File: src/rtl/ocs_pkg.sv
package ocs_pkg;
  typedef enum logic [1:0] {ST_OFF, ST_CAL, ST_SETTLE, ST_RUN} ocs_state_e;

  // Edge count after release for a given base count and operating mode
  function automatic int unsigned ocs_len(int unsigned base, logic dbl, logic slave);
    int unsigned n;
    n = dbl ? 2 * base : base;
    return n + (slave ? 1 : 0);
  endfunction
endpackage

File: src/rtl/ocs_phase_mon.sv
module ocs_phase_mon #(
  parameter int unsigned PER = 256
) (
  input  logic clk,
  input  logic rst_n,
  input  logic lrck,
  input  logic dbl,
  output logic edge_o,
  output logic err_o
);
  localparam int unsigned PW = $clog2(PER + 1);

  logic          lrck_q;
  logic          seen;
  logic [PW-1:0] pcnt;
  logic [PW-1:0] last_idx;

  assign last_idx = dbl ? PW'(PER / 2 - 1) : PW'(PER - 1);
  assign edge_o   = lrck && !lrck_q;
  assign err_o    = seen && (edge_o ? (pcnt != last_idx) : (pcnt == last_idx));

  always_ff @(posedge clk or negedge rst_n) begin
    if (!rst_n) begin
      lrck_q <= 1'b0;
      seen   <= 1'b0;
      pcnt   <= '0;
    end else begin
      lrck_q <= lrck;
      if (edge_o) begin
        seen <= 1'b1;
        pcnt <= '0;
      end else if (err_o) begin
        seen <= 1'b0;
        pcnt <= '0;
      end else if (seen) begin
        pcnt <= pcnt + 1'b1;
      end
    end
  end
endmodule

File: src/rtl/ocs_cal_fsm.sv
module ocs_cal_fsm
  import ocs_pkg::*;
#(
  parameter int unsigned CAL_EDGES   = 8704,
  parameter int unsigned VALID_EDGES = 8960
) (
  input  logic       clk,
  input  logic       rst_n,
  input  logic       edge_i,
  input  logic       err_i,
  input  logic       dbl,
  input  logic       slave,
  output ocs_state_e state,
  output logic       capture,
  output logic       go_run
);
  localparam int unsigned CW = $clog2(2 * VALID_EDGES + 2);

  logic [CW-1:0] cnt;
  logic [CW-1:0] cnt_nx;
  logic [CW-1:0] cal_len;
  logic [CW-1:0] valid_len;

  assign cal_len   = CW'(ocs_len(CAL_EDGES, dbl, slave));
  assign valid_len = CW'(ocs_len(VALID_EDGES, dbl, slave));
  assign cnt_nx    = cnt + 1'b1;
  assign capture   = edge_i && !err_i && (state == ST_CAL) && (cnt_nx == cal_len);
  assign go_run    = edge_i && !err_i &&
                     ((state == ST_RUN) || ((state == ST_SETTLE) && (cnt_nx == valid_len)));

  always_ff @(posedge clk or negedge rst_n) begin
    if (!rst_n) begin
      state <= ST_OFF;
      cnt   <= '0;
    end else if (err_i) begin
      state <= ST_CAL;
      cnt   <= '0;
    end else begin
      case (state)
        ST_OFF: begin
          state <= ST_CAL;
          cnt   <= '0;
        end
        ST_CAL: if (edge_i) begin
          cnt <= cnt_nx;
          if (capture) state <= ST_SETTLE;
        end
        ST_SETTLE: if (edge_i) begin
          cnt <= cnt_nx;
          if (go_run) state <= ST_RUN;
        end
        default: state <= ST_RUN;
      endcase
    end
  end
endmodule

File: src/rtl/ocs_offset_chan.sv
module ocs_offset_chan #(
  parameter int unsigned DW = 24
) (
  input  logic          clk,
  input  logic          rst_n,
  input  logic [DW-1:0] raw,
  input  logic          capture,
  input  logic          upd,
  input  logic          go_run,
  output logic [DW-1:0] out
);
  logic [DW-1:0] off;

  // Signed difference clamped to the DW-bit two's-complement range
  function automatic logic [DW-1:0] sat_sub(logic [DW-1:0] a, logic [DW-1:0] b);
    logic [DW:0] d;
    d = {a[DW-1], a} - {b[DW-1], b};
    if (d[DW] != d[DW-1]) return d[DW] ? {1'b1, {(DW-1){1'b0}}} : {1'b0, {(DW-1){1'b1}}};
    return d[DW-1:0];
  endfunction

  always_ff @(posedge clk or negedge rst_n) begin
    if (!rst_n) begin
      off <= '0;
      out <= '0;
    end else begin
      if (capture) off <= raw;
      if (upd) out <= go_run ? sat_sub(raw, off) : '0;
    end
  end
endmodule

File: src/rtl/offset_cal_seq.sv
module offset_cal_seq
  import ocs_pkg::*;
#(
  parameter int unsigned DW          = 24,
  parameter int unsigned CAL_EDGES   = 8704,
  parameter int unsigned VALID_EDGES = 8960,
  parameter int unsigned MCLK_PER_FS = 256
) (
  input  logic          mclk,
  input  logic          rst_n,
  input  logic          lrck,
  input  logic          dbl_rate,
  input  logic          slave_mode,
  input  logic          cal_src_live,
  input  logic [DW-1:0] raw_l,
  input  logic [DW-1:0] raw_r,
  output logic [DW-1:0] out_l,
  output logic [DW-1:0] out_r,
  output logic          out_valid,
  output logic          cal,
  output logic          cal_src
);
  localparam int unsigned NCH = 2;

  logic       lrck_edge;
  logic       lock_err;
  logic       cap_pulse;
  logic       run_pulse;
  logic       upd;
  ocs_state_e state;

  logic [DW-1:0] raw_a [NCH];
  logic [DW-1:0] out_a [NCH];

  ocs_phase_mon #(.PER(MCLK_PER_FS)) u_phase (
    .clk(mclk), .rst_n(rst_n), .lrck(lrck), .dbl(dbl_rate),
    .edge_o(lrck_edge), .err_o(lock_err)
  );

  ocs_cal_fsm #(.CAL_EDGES(CAL_EDGES), .VALID_EDGES(VALID_EDGES)) u_fsm (
    .clk(mclk), .rst_n(rst_n), .edge_i(lrck_edge), .err_i(lock_err),
    .dbl(dbl_rate), .slave(slave_mode),
    .state(state), .capture(cap_pulse), .go_run(run_pulse)
  );

  assign upd      = lrck_edge || lock_err;
  assign raw_a[0] = raw_l;
  assign raw_a[1] = raw_r;

  for (genvar c = 0; c < NCH; c++) begin : g_ch
    ocs_offset_chan #(.DW(DW)) u_chan (
      .clk(mclk), .rst_n(rst_n), .raw(raw_a[c]), .capture(cap_pulse),
      .upd(upd), .go_run(run_pulse), .out(out_a[c])
    );
  end

  assign out_l = out_a[0];
  assign out_r = out_a[1];

  always_ff @(posedge mclk or negedge rst_n) begin
    if (!rst_n) out_valid <= 1'b0;
    else if (upd) out_valid <= run_pulse;
  end

  assign cal     = (state == ST_CAL);
  assign cal_src = cal ? cal_src_live : 1'b1;
endmodule

File: config.mk
export PLATFORM = sky130hd
export DESIGN_NAME = offset_cal_seq
export DESIGN_NICKNAME = d
export VERILOG_FILES = /design/src/rtl/ocs_pkg.sv /design/src/rtl/ocs_phase_mon.sv /design/src/rtl/ocs_cal_fsm.sv /design/src/rtl/ocs_offset_chan.sv /design/src/rtl/offset_cal_seq.sv
export SDC_FILE = /design/constraint.sdc
export NUM_CORES = 1
export LEC_CHECK = 0
export ABC_AREA = 1
export BUFFER_PORTS_ARGS = -buffer_cell sky130_fd_sc_hd__buf_2
export CAP_MARGIN = 20
export CORE_AREA = 5 5 150 152
export CTS_BUF_LIST = sky130_fd_sc_hd__clkbuf_4
export DETAILED_ROUTE_END_ITERATION = 6
export DIE_AREA = 0 0 155 157
export GPL_ROUTABILITY_DRIVEN = 0
export PLACE_DENSITY = 0.65
export SLEW_MARGIN = 20
export SYNTH_ARGS = -nofsm -noshare
export SYNTH_HDL_FRONTEND = slang
export SYNTH_HIERARCHICAL = 1
export SYNTH_SLANG_ARGS = --single-unit
File: constraint.sdc
create_clock -name mclk -period 7.7 [get_ports mclk]
set_input_delay 0.385 -clock mclk [delete_from_list [all_inputs] [get_ports mclk]]
set_output_delay 0.385 -clock mclk [all_outputs]
set_load 0.05 [all_outputs]
# After elaboration in Yosys (flattened, before gate mapping)

Cells that the tools add are included.

Add/subtract/negate cells: 6
Equal/unequal tests: 14
Muxes and demuxes: 32
Reduce and logical (&&, ||, !) cells: 18

Operators with widths:

| cell                                                  | number |
|---|---|
| 2-to-1 mux 24 bit                                     | 8 |
| 2-to-1 mux 15 bit                                     | 4 |
| subtractor 24 x 24 -> 25 bit                          | 2 |
| adder 15 bit                                          | 2 |
| equality test 15 bit                                  | 2 |
| one-hot mux 15 bit (2 select lines)                   | 1 |
| 2-to-1 mux 9 bit                                      | 3 |
| adder 15 x 1 -> 15 bit, second input constant         | 1 |
| 2-to-1 mux 2 bit                                      | 5 |
| adder 9 x 1 -> 9 bit, second input constant           | 1 |
| equality test 9 bit                                   | 1 |
| 2-to-1 mux 1 bit                                      | 9 |
| inequality test 3 x 1 -> 1 bit, second input constant | 3 |
| inequality test 9 bit                                 | 1 |
| 2-to-1 mux 8 bit                                      | 1 |
| logical AND 1 bit                                     | 7 |
| one-hot mux 2 bit (3 select lines)                    | 1 |
| nonzero test 3 bit                                    | 2 |
| equality test 2 bit, second input constant            | 2 |
| AND reduction 4 bit                                   | 1 |
| inequality test 3 x 2 -> 1 bit, second input constant | 1 |
| inequality test 3 bit, second input constant          | 1 |
| equality test 2 x 1 -> 1 bit, second input constant   | 1 |
| zero test 1 bit                                       | 2 |
| 6 further kinds                                       | 8 |

Register bits: 125
Input bits: 54
Word-level logic and storage cells: 80

# Logic depth before layout (Yosys ltp)

Gate-level depths: netlist (run 1).

Depth after elaboration: 12
Gate-level depth with buffers: 18

# Cells and area by module

Netlist (run 1), hierarchy kept.

By module, submodules not included:

| module          | instances | cells each | area each (um2) | sequential area each (um2) |
|---|---|---|---|---|
| ocs_offset_chan | 2         | 547        | 3729.8          | 1201.2 |
| ocs_cal_fsm     | 1         | 192        | 1373.8          | 425.4 |
| ocs_phase_mon   | 1         | 100        | 714.4           | 275.3 |
| offset_cal_seq  | 1         | 10         | 65.1            | 25.0 |

# Worst setup path after synthesis (run 1)

No wires, ideal clock.

Path type: flip-flop to flip-flop
From: reg u_phase.pcnt[0]
To: reg g_ch[0].u_chan.off[0]
Library setup time: 0.132 ns
Data arrival time: 2.390 ns
Setup slack: 5.177 ns
Stages on the path, launching flop included: 16
Cells stage by stage: dfrtp_1 -> ha_1 -> nand3_2 -> nor2_4 -> nand3_2 -> nor2_1 -> nor2_1 -> inv_1 -> nand2_1 -> inv_1 -> nand3_1 -> a21oi_1 -> o2111a_1 -> clkbuf_1 -> clkbuf_1 -> a21oi_1

Longest elaborated chain between the ends: 7

Ends and longest elaborated chain:

| what                                                         | line                  | text |
|---|---|---|
| start, declared                                              | ocs_phase_mon.sv:15   | `logic [PW-1:0] pcnt;` |
| start signal, assigned                                       | ocs_phase_mon.sv:36   | `pcnt <= pcnt + 1'b1;` |
| equality test 9 bit or inequality test 9 bit (tied branches) | ocs_phase_mon.sv:20   | `assign err_o = seen && (edge_o ? (pcnt != last_idx) : (pcnt == last_idx));` |
| 2-to-1 mux 1 bit *                                           | ocs_phase_mon.sv:20   |  |
| logical AND 1 bit *                                          | ocs_phase_mon.sv:20   |  |
| via lock_err                                                 | offset_cal_seq.sv:26  | `logic lock_err;` |
| zero test 1 bit *                                            | ocs_cal_fsm.sv:27     | `assign capture = edge_i && !err_i && (state == ST_CAL) && (cnt_nx == cal_len);` |
| logical AND 1 bit * (3 in a row)                             | ocs_cal_fsm.sv:27     |  |
| via cap_pulse                                                | offset_cal_seq.sv:27  | `logic cap_pulse;` |
| end signal, assigned                                         | ocs_offset_chan.sv:27 | `if (capture) off <= raw;` |
| end, declared                                                | ocs_offset_chan.sv:12 | `logic [DW-1:0] off;` |

Mark *: on every way through the listed nets, which the timed path passes. The rest lies on a longest branch.
A chain may end at the register's enable or synchronous reset.

# Worst setup path in the final report (run 1)

From: reg u_phase.pcnt[0]
To: reg g_ch[1].u_chan.off[20]

Longest elaborated chain between the ends: 7

Ends and longest elaborated chain:

| what                                                         | line |
|---|---|
| equality test 9 bit or inequality test 9 bit (tied branches) | ocs_phase_mon.sv:20 |
| 2-to-1 mux 1 bit *                                           | ocs_phase_mon.sv:20 |
| logical AND 1 bit *                                          | ocs_phase_mon.sv:20 |
| via lock_err                                                 | offset_cal_seq.sv:26 |
| zero test 1 bit *                                            | ocs_cal_fsm.sv:27 |
| logical AND 1 bit * (3 in a row)                             | ocs_cal_fsm.sv:27 |
| via cap_pulse                                                | offset_cal_seq.sv:27 |
| end signal, assigned                                         | ocs_offset_chan.sv:27 |
| end, declared                                                | ocs_offset_chan.sv:12 |

Marked as above.

==> run metrics, run 1 <==
status=completed; max cap viols=0; Mapped Area=9610 um^2; worst clock skew=17.3 ps; Post-synth EDFFs=0; YS warnings=6; clk_lat worst skew=540 ps; I/O pins=105; ys flop type=dfrtp_1; Setup Viol. Count Final=0; WHS Path Cells=3; P per Cell Area=277 nW/um^2; Starting Density=46.0%; Via Count=8902; Reg clk slew, reported paths=120 ps; H-Tree Depth=4; simple-gate portion of the synthesized area=36.7%; proportion of power drawn by combinational gates=53.3%; synthesis-to-layout area growth=10.7%; Storage cell area=3130 um^2; FP Rows=53; Worst Path Max Fanout=96; relative slew slack=41.3%; pin count of the biggest net entering global routing=97; Pint=1.58 mW; worst hold path type=input pin to flip-flop; Worst Path Class, Setup=flip-flop to flip-flop; WP data arrival=3370 ps; drt drc=0; Sequential Power Share=28.1%; P_sw=1.37 mW; CTS tree=built; core area=20900 um^2; share of layout cells above drive strength 1=15.8%; Synth Area in XOR/XNOR=3.28%; Post-Syn Instances=1396; Yosys cell types=35; clock sinks=125; RSZ-0062 raised after global routing=false; Routed Antenna Nets=0; Seq cells post-synth=125; antenna violations before repair=4; Mapped Nets=1508; vias in the first global route=8516; DR pass1 iterations=5; sequential share of the synthesized area=32.5%; Setup crit start kind=flip-flop; Total Routing Usage GR=20.2%; total grt overflow=0; Die ar.=24300 um^2; fmax=335 MHz; Synth async-reset ratio=100%; Slew Limit Fails=0; sum of buffers and inverters on the critical path=3; largest family of logic cells by synthesized area=simple AND/OR/NAND/NOR gates; DR vias/cell=5.00; Worst-Margin Slew=880 ps; Adder-Cell Fraction of Synth Area=7.71%; Sw Share=46.5%; post-cts resize count=0; critical path depth=14; Post-DP HPWL=18.5 mm; Clock Power Share=18.6%; DRT iter0 DRCs=595; post-synthesis mux area share=0.104%; fin crit share=38.8%; post-synthesis compound-gate area fraction=9.33%; PortBufs=104; CP top delay family=buffers and inverters; fillers=2126; count of final hold-check violations=0; Worst path max stage delay=630 ps; slowest CP cell=buf_4; CP Capture Type=flip-flop; P_leak=5.90 nW; Max VDD drop=0.000122 V; worst-path cell chain=ha_1 -> nand3_2 -> nor2_4 -> nand3_2 -> nor2_1 -> nor2_1 -> inv_1 -> nand2_1 -> inv_1 -> nand3_1 -> a21oi_1 -> o2111a_2 -> buf_4 -> o21ai_0; Clock Tree Root=clkbuf_4; floorplan die height=157 um; Crit path required time=8080 ps; footprint of the multi-input gates=5490 um^2; cts bufs inserted=17; WL final=24.3 mm; Finished Layout Cells=1780; cells on worst reg2reg path=14; Wirelength per Cell=13.6 um; Avg Cell Area, Syn=6.89 um^2; first-pass GRT wire length=40.7 mm; buffer levels on the longest clock path=2; fin crit period=2990 ps; die width=155 um; Fin Setup TNS=0 ps; DP Cell Count=1745; nets@finish=1603
-- flip-flops by register name, summed over array words and instances, names as in the netlist --
signal	flops
g_ch.u_chan/off	48
g_ch.u_chan/out	48
u_fsm/cnt	15
u_phase/pcnt	9
u_fsm/state	2
out_valid	1
u_phase/lrck_q	1
u_phase/seen	1
-- power by group through the flow --
| stage | sequential, mW | combinational [mW] | clock (mW) |
|---|---|---|---|
| 2_1_floorplan | 0.899 | 1.19 | 0 |
| 3_3_place_gp | 0.837 | 1.54 | 0 |
| 3_5_place_dp | 0.841 | 1.56 | 0 |
| 4_1_cts | 0.828 | 1.56 | 0.566 |
| 5_1_grt | 0.841 | 1.77 | 0.601 |
| 6_report | 0.827 | 1.57 | 0.548 |
-- stage by stage --
step	setup slack [ps]	util (%)	hold WS, ps	cell area [um^2]	total power [mW]
finish	4710	51.0	61.8	10600	2.94
global route	4340	51.0	8.47	10600	3.21
CTS	4690	50.9	12.8	10600	2.96
detailed placement	4720	49.3	460	10300	2.40
global placement	4880	49.3	459	10300	2.38
floorplan	5180	-	89.4	9610	2.08
-- cell usage after synthesis, types with 17 or more instances --
library cell	number	share of area [%]
nand2_1	480	19
dfrtp_1	125	33
ha_1	56	7.3
a21oi_1	46	2.4
xnor2_1	19	1.7
o21ai_0	58	3.0
nand2_2	42	2.7
xor2_1	17	1.5
nand4_1	35	2.3
o21bai_1	18	1.4
inv_1	208	8.1
nor2_1	58	2.3
nand3_1	103	5.4
-- cells in the final DEF, fill, tap and decap left out, types with 18 or more instances in the layout --
master	synthesis	layout
a21oi_1	46	46
xnor2_1	19	19
dfrtp_1	125	125
nand2_1	480	480
nor2_1	58	58
o21bai_1	18	18
o21ai_0	58	58
buf_2	2	103
nand2_2	42	42
inv_1	208	208
ha_1	56	56
nand4_1	35	35
nand3_1	103	103
-- layout make-up --
type | instances | share of cell area, %
clock buffer | 17 | 1.20
antenna | 2 | 0.0470
multi-input combinational | 1028 | 51.6
sequential | 125 | 29.4
tap | 275 | 3.23
clock inverter | 14 | 1.88
timing repair buffer | 108 | 5.24
inverter | 211 | 7.44
-- timing repair --
action / 4_1_cts / 5_1_grt
buffers inserted: 0 / 0
hold buffers: 2 / 0
endpoints found under the hold margin: 57 / 0
-- kinds of logic after synthesis --
| group | Yosys count |
|---|---|
| flops | 125 |
| compound gates | 153 |
| fa+ha+maj | 58 |
| mux | 1 |
| buf+inv | 243 |
| xor+xnor | 36 |
| simple gates | 780 |
-- metal layers --
layer | track usage (%) | vias up | routed length (um)
met3 | 4.15 | 22 | 1310
met1 | 29.2 | 4064 | 12100
li1 | - | 4611 | -
met5 | 0 | - | 27
met4 | 4.84 | 4 | 263
met2 | 31.2 | 201 | 10600
-- worst register-to-register path, cell delays in order (launching register included) --
cell	delay (ps)
dfrtp_1	410
ha_1	250
nand3_2	130
nor2_4	120
nand3_2	100
nor2_1	90
nor2_1	80
inv_1	130
nand2_1	90
inv_1	90
nand3_1	100
a21oi_1	130
o2111a_2	200
buf_4	630
o21ai_0	280
-- worst paths after layout --
path | slack (ps) | startpoint | to
max | 4710 | u_phase/pcnt[0]$_DFFE_PN0P_ | g_ch[1].u_chan/off[20]$_DFFE_PN0P_
min | 60 | raw_l[7] | g_ch[0].u_chan/off[7]$_DFFE_PN0P_
max reg2reg | 4710 | u_phase/pcnt[0]$_DFFE_PN0P_ | g_ch[1].u_chan/off[20]$_DFFE_PN0P_
min reg2reg | 490 | g_ch[1].u_chan/out[15]$_DFFE_PN0P_ | g_ch[1].u_chan/out[15]$_DFFE_PN0P_
max in group asynchronous | 5890 | rst_n | g_ch[1].u_chan/out[20]$_DFFE_PN0P_
min in group asynchronous | 440 | rst_n | u_phase/pcnt[4]$_DFFE_PN0P_
(Power assumes the default switching activity.)
==> run 2: changes to the inputs <==
--- a/config.mk
+++ b/config.mk
@@ -13,7 +13,7 @@
 export DETAILED_ROUTE_END_ITERATION = 6
 export DIE_AREA = 0 0 155 157
 export GPL_ROUTABILITY_DRIVEN = 0
-export PLACE_DENSITY = 0.65
+export PLACE_DENSITY = 0.68
 export SLEW_MARGIN = 20
 export SYNTH_ARGS = -nofsm -noshare
 export SYNTH_HDL_FRONTEND = slang
==> constraint.sdc (replaced) <==
create_clock -name mclk -period 2.5 [get_ports mclk]
set_input_delay 0.125 -clock mclk [delete_from_list [all_inputs] [get_ports mclk]]
set_output_delay 0.125 -clock mclk [all_outputs]
set_load 0.05 [all_outputs]
==> run metrics, run 2 (synthesis gave the netlist of run 1 again) <==
Wirelength per Cell=14.2 um; Post-DP HPWL=18.9 mm; synthesis-to-layout area growth=22.6%; H-Tree Depth=4; most common cell after layout, fill and taps aside=nand2_1; Worst Path Max Fanout=12; core area=20900 um^2; count of final hold-check violations=0; clk_lat worst skew=570 ps; fmax=418 MHz; slowest CP cell=dfrtp_2; final worst setup slack=110 ps; worst-path cell chain=ha_4 -> nand3_4 -> nor2_4 -> nand2_1 -> nand2_1 -> nand2_1 -> nand2_1 -> nand2_1 -> nor4_2 -> o2111a_2 -> buf_6 -> buf_6 -> o21ai_0; nets@finish=1695; FP Rows=53; biggest regs=g_ch.u_chan/off (48), g_ch.u_chan/out (48), u_fsm/cnt (15); Max VDD drop=0.000370 V; Routed Antenna Nets=0; Total Routing Usage GR=20.8%; P_leak=6.38 nW; fin crit period=2390 ps; pin count of the biggest net entering global routing=56; Via Count=9386; vias in the first global route=8849; worst clock skew=32.3 ps; Clock Tree Root=clkbuf_4; WL final=26.5 mm; fillers=1987; Worst Path Class, Setup=flip-flop to flip-flop; P per Cell Area=815 nW/um^2; Starting Density=46.0%; buffer levels on the longest clock path=2; Crit path required time=2960 ps; Setup WS pre-CTS=94.4 ps; first-pass GRT wire length=41.9 mm; Reg clk slew, reported paths=150 ps; status=completed; DR vias/cell=5.01; relative slew slack=70.8%; CTS tree=built; I/O pins=105; most frequent cells in the layout=nand2_1, inv_1, dfrtp_1, buf_2, nand3_1; most used cell, CP=nand2_1; WP data arrival=2850 ps; DRT iter0 DRCs=577; Setup crit start kind=flip-flop; Die ar.=24300 um^2; drt drc=0; worst hold path type=input pin to async pin; Slew Limit Fails=0; max cap viols=0; antenna violations before repair=1; Setup Viol. Count Final=0; total grt overflow=0; PortBufs=104; DR pass1 iterations=5; Worst path max stage delay=450 ps; CP Capture Type=flip-flop; final core utilization=56.4%; die width=155 um; floorplan die height=157 um; clock sinks=125; share of layout cells above drive strength 1=19.2%; Worst-Margin Slew=438 ps; cts bufs inserted=17; fin crit share=95.6%
-- run 2: timing repair --
item                                    in CTS  in global routing
buffers inserted                             0                 15
endpoints found under the hold margin      177                  0
endpoints found under the setup margin       0                 95
hold buffers                                51                  0
resized for setup                            0                 44
-- run 2: layout make-up --
| class | instances | area (um^2) | share of cell area (%) |
|---|---|---|---|
| antenna | 2 | 5.00 | 0.0425 |
| clock buffer | 17 | 128 | 1.08 |
| clock inverter | 15 | 219 | 1.86 |
| inverter | 211 | 798 | 6.77 |
| multi-input combinational | 1029 | 5610 | 47.6 |
| sequential | 125 | 3130 | 26.6 |
| tap | 275 | 344 | 2.92 |
| timing repair buffer | 198 | 1550 | 13.2 |
| timing repair inverter | 1 | 7.51 | 0.0637 |
-- run 2: path summary, 6_finish.rpt --
path,end,slack [ps],from,cells after the start
min in group mclk,u_phase/seen$_DFFE_PN0P_,200,dbl_rate,6
setup reg to reg,g_ch[0].u_chan/off[11]$_DFFE_PN0P_,110,u_fsm/cnt[1]$_DFFE_PN0P_,13
setup / recovery,g_ch[0].u_chan/off[11]$_DFFE_PN0P_,110,u_fsm/cnt[1]$_DFFE_PN0P_,13
max in group asynchronous,g_ch[1].u_chan/off[12]$_DFFE_PN0P_,1550,rst_n,3
hold reg to reg,g_ch[1].u_chan/out[15]$_DFFE_PN0P_,490,g_ch[1].u_chan/out[15]$_DFFE_PN0P_,2
hold / removal,u_phase/pcnt[6]$_DFFE_PN0P_,150,rst_n,3
-- run 2: routing by layer --
metal  global-route usage (%)  vias to the layer above  share of wire [%]
met5                        0                        -                  0
met4                     6.18                        0                2.3
met3                     3.16                       46                4.5
met2                     33.9                      241                 45
met1                     28.7                     4290                 48
li1                         -                     4809                  -
-- run 2: power breakdown --
part / leakage (nW) / internal, mW / switching, mW
Combinational: 4.70 / 1.93 / 3.34
Clock: 0.171 / 0.892 / 0.872
Sequential: 1.51 / 2.37 / 0.199
-- run 2: stage by stage --
stage | hold WS (ps) | instances | total power, mW | TNS, ps | instance area, um^2
final | 145 | 1873 | 9.60 | 0 | 11800
after detailed placement | -16.7 | 1766 | 7.58 | 0 | 10500
after CTS | 124 | 1849 | 9.45 | 0 | 11400
after floorplan | -171 | 1396 | 6.42 | 0 | 9620
after global routing | 144 | 1873 | 10.4 | -1750 | 11800
after global placement | -16.4 | 1766 | 7.53 | 0 | 10500
-- run 2: critical path, delay by kind of cell (launching register included) --
family,cells,cell delay (ps)
adder cells (fa/ha/maj),1,170
flip-flops,1,450
AND/OR/NAND/NOR,8,930
AO/OA/AOI/OAI,2,420
buffers and inverters,2,320
==> run 3: changes to the inputs <==
--- a/config.mk
+++ b/config.mk
@@ -8,14 +8,13 @@
 export ABC_AREA = 1
 export BUFFER_PORTS_ARGS = -buffer_cell sky130_fd_sc_hd__buf_2
 export CAP_MARGIN = 20
-export CORE_AREA = 5 5 150 152
-export CTS_BUF_LIST = sky130_fd_sc_hd__clkbuf_4
+export CORE_AREA = 5 5 144 146
+export CTS_BUF_LIST = sky130_fd_sc_hd__clkbuf_8
 export DETAILED_ROUTE_END_ITERATION = 6
-export DIE_AREA = 0 0 155 157
+export DIE_AREA = 0 0 149 151
 export GPL_ROUTABILITY_DRIVEN = 0
-export PLACE_DENSITY = 0.68
+export PLACE_DENSITY = 0.69
 export SLEW_MARGIN = 20
 export SYNTH_ARGS = -nofsm -noshare
 export SYNTH_HDL_FRONTEND = slang
-export SYNTH_HIERARCHICAL = 1
 export SYNTH_SLANG_ARGS = --single-unit
==> run metrics, run 3 <==
CP Capture Type=flip-flop; first-pass GRT wire length=37.6 mm; area leader, netlist=dfrtp_1; FP Rows=51; final worst setup slack=175 ps; fin crit share=93.0%; Commonest cells post-synth=nand2_1, inv_1, dfrtp_1, a21oi_1, nor2_1; die width=149 um; top cell type's share of synthesized area=35.0%; status=completed; fmax=430 MHz; RSZ-0062 raised after global routing=true; core area=19300 um^2; Post-DP HPWL=16.6 mm; worst hold path type=input pin to flip-flop; most common cell after layout, fill and taps aside=nand2_1; Wirelength per Cell=13.5 um; P_leak=5.62 nW; Synth async-reset ratio=100%; FF-to-FF End=g_ch[0].u_chan.out[11]$_DFFE_PN0P_; fin crit period=2320 ps; count of final hold-check violations=0; Die ar.=22500 um^2; reg-to-reg slack, setup=180 ps; Max VDD drop=0.000389 V; DRT iter0 DRCs=428; pin count of the biggest net entering global routing=126; cts bufs inserted=17; PortBufs=104; fillers=1862; worst clock skew=13.8 ps; clock sinks=125; Crit path required time=2840 ps; Reg clk slew, reported paths=70 ps; biggest regs=g_ch.u_chan.off (48), g_ch.u_chan.out (48), u_fsm.cnt (15); WP data arrival=2660 ps; DR vias/cell=4.98; hold_ws=52.2 ps; Tot Pwr=6.89 mW; cells on worst reg2reg path=16; P per Cell Area=632 nW/um^2; Mapped Area=8930 um^2; clk_lat worst skew=450 ps; H-Tree Depth=4; most frequent cells in the layout=nand2_1, inv_1, dfrtp_1, buf_2, a21oi_1; Setup Viol. Count Final=0; floorplan die height=151 um; Hold Path End=g_ch[0].u_chan.off[0]$_DFFE_PN0N_; WL final=22.7 mm; ant diodes=0; WHS Path Cells=3; Starting Density=46.3%; nets@finish=1514; Post-synth EDFFs=0; Yosys cell types=45; relative slew slack=45.1%; Routed Antenna Nets=0; Worst Path Class, Setup=flip-flop to flip-flop; Worst-Margin Slew=824 ps; Via Count=8364; vias in the first global route=8085; I/O pins=105; Slew Limit Fails=0; Synth area leaders=dfrtp_1, nand2_1, inv_1, ha_1, a21oi_1; max cap viols=0; Clock Tree Root=clkbuf_8; Seq cells post-synth=125; drt drc=0; Post-Syn Instances=1235; Setup WS pre-CTS=95.4 ps; CTS tree=built; total grt overflow=0; hold path start=raw_l[0]; FF-to-FF Start=g_ch[0].u_chan.off[13]$_DFFE_PN0N_; YS warnings=0; DR pass1 iterations=5; buffer levels on the longest clock path=2; antenna violations before repair=0; Mapped Nets=1346; Setup crit start kind=flip-flop; ys flop type=dfrtp_1; Worst Path Max Fanout=14; Avg Cell Area, Syn=7.23 um^2; count leader, synth=nand2_1; synthesis-to-layout area growth=22.2%; sequential share of the synthesized area=35.0%; share of layout cells above drive strength 1=20.5%; Total Routing Usage GR=20.4%
## run 3: cell types whose count changed in the layout (fill, tap and decap cells not counted), moves of 10 or more
cell / change
nand3_1: -47
nand2_1: -117
o21bai_1: -10
nor2_1: +16
clkbuf_4: -17
o21ai_2: +40
a21oi_2: -10
nor2_2: -13
o21ai_0: -31
nand4_1: -24
a21oi_1: +54
clkbuf_8: +21
inv_1: -13
## run 3: how the worst max path moves through the flow
stage / cells after the start / start / end
finish: 16 / g_ch[0].u_chan.off[13]$_DFFE_PN0N_ / g_ch[0].u_chan.out[11]$_DFFE_PN0P_
global route: 15 / g_ch[0].u_chan.off[17]$_DFFE_PN0N_ / g_ch[0].u_chan.out[11]$_DFFE_PN0P_
CTS: 15 / g_ch[1].u_chan.off[17]$_DFFE_PN0N_ / g_ch[1].u_chan.out[13]$_DFFE_PN0P_
detailed placement: 16 / g_ch[0].u_chan.off[0]$_DFFE_PN0N_ / g_ch[0].u_chan.out[7]$_DFFE_PN0P_
global placement: 14 / g_ch[1].u_chan.off[0]$_DFFE_PN0N_ / g_ch[1].u_chan.out[22]$_DFFE_PN0P_
floorplan: 15 / g_ch[0].u_chan.off[0]$_DFFE_PN0N_ / g_ch[0].u_chan.out[4]$_DFFE_PN0P_
## run 3: metal layers
layer / share of wire (%) / wire [um] / global-route usage [%]
met5: 0 / 0 / 0
met4: 2.0 / 454 / 6.00
met3: 4.8 / 1100 / 4.07
met2: 48 / 11000 / 35.6
met1: 45 / 10200 / 25.8
## run 3: cell families after synthesis
| kind of cell | Yosys count | synth area share [%] |
|---|---|---|
| xor+xnor | 34 | 3.42 |
| flops | 125 | 35.0 |
| compound gates | 215 | 14.6 |
| simple gates | 586 | 28.2 |
| mux | 1 | 0.112 |
| fa+ha+maj | 57 | 8.16 |
| buf+inv | 217 | 10.5 |
## run 3: report_power, final
part | internal, mW | switching (mW)
registers | 2.28 | 0.203
logic | 0.824 | 1.80
clock network | 0.969 | 0.815
## run 3: metrics by stage
step | instance area, um^2 | util (%) | setup TNS, ps | instances
2_1_floorplan | 8930 | - | 0 | 1235
3_3_place_gp | 9820 | 51.0 | 0 | 1598
3_5_place_dp | 9820 | 51.0 | 0 | 1598
4_1_cts | 10700 | 55.5 | 0 | 1679
5_1_grt | 10900 | 56.6 | -528 | 1681
6_report | 10900 | 56.6 | 0 | 1681
## run 3: what timing repair did
item                                    4_1_cts  5_1_grt
gates resized for setup                       0       52
hold buffers                                 49        0
endpoints found under the hold margin       173        0
endpoints found under the setup margin        0       71
buffers inserted                              0        2
## run 3: worst max-delay path: stages, from the launching register on
cell     delay [ps]
dfrtp_1         370
inv_1            50
ha_1            360
nand2_1         170
buf_4           150
nor2_1           40
nor2_1          120
nand2_1          70
nand2_1          90
nand3_1          90
nand2_1          60
nand2_1          70
nor2_1          170
buf_6           180
a21oi_1          50
nand2_1         110
nand2_1          60
## run 3: cell type report
class                           instances  area, um^2  area share [%]
Timing Repair Buffer                  179        1310            12.0
Sequential cell                       125        3130            28.7
Clock buffer                           21         289            2.65
Inverter                              187         702            6.43
Multi-Input combinational cell        893        5050            46.3
Clock inverter                         11         101           0.929
Tap cell                              265         332            3.04
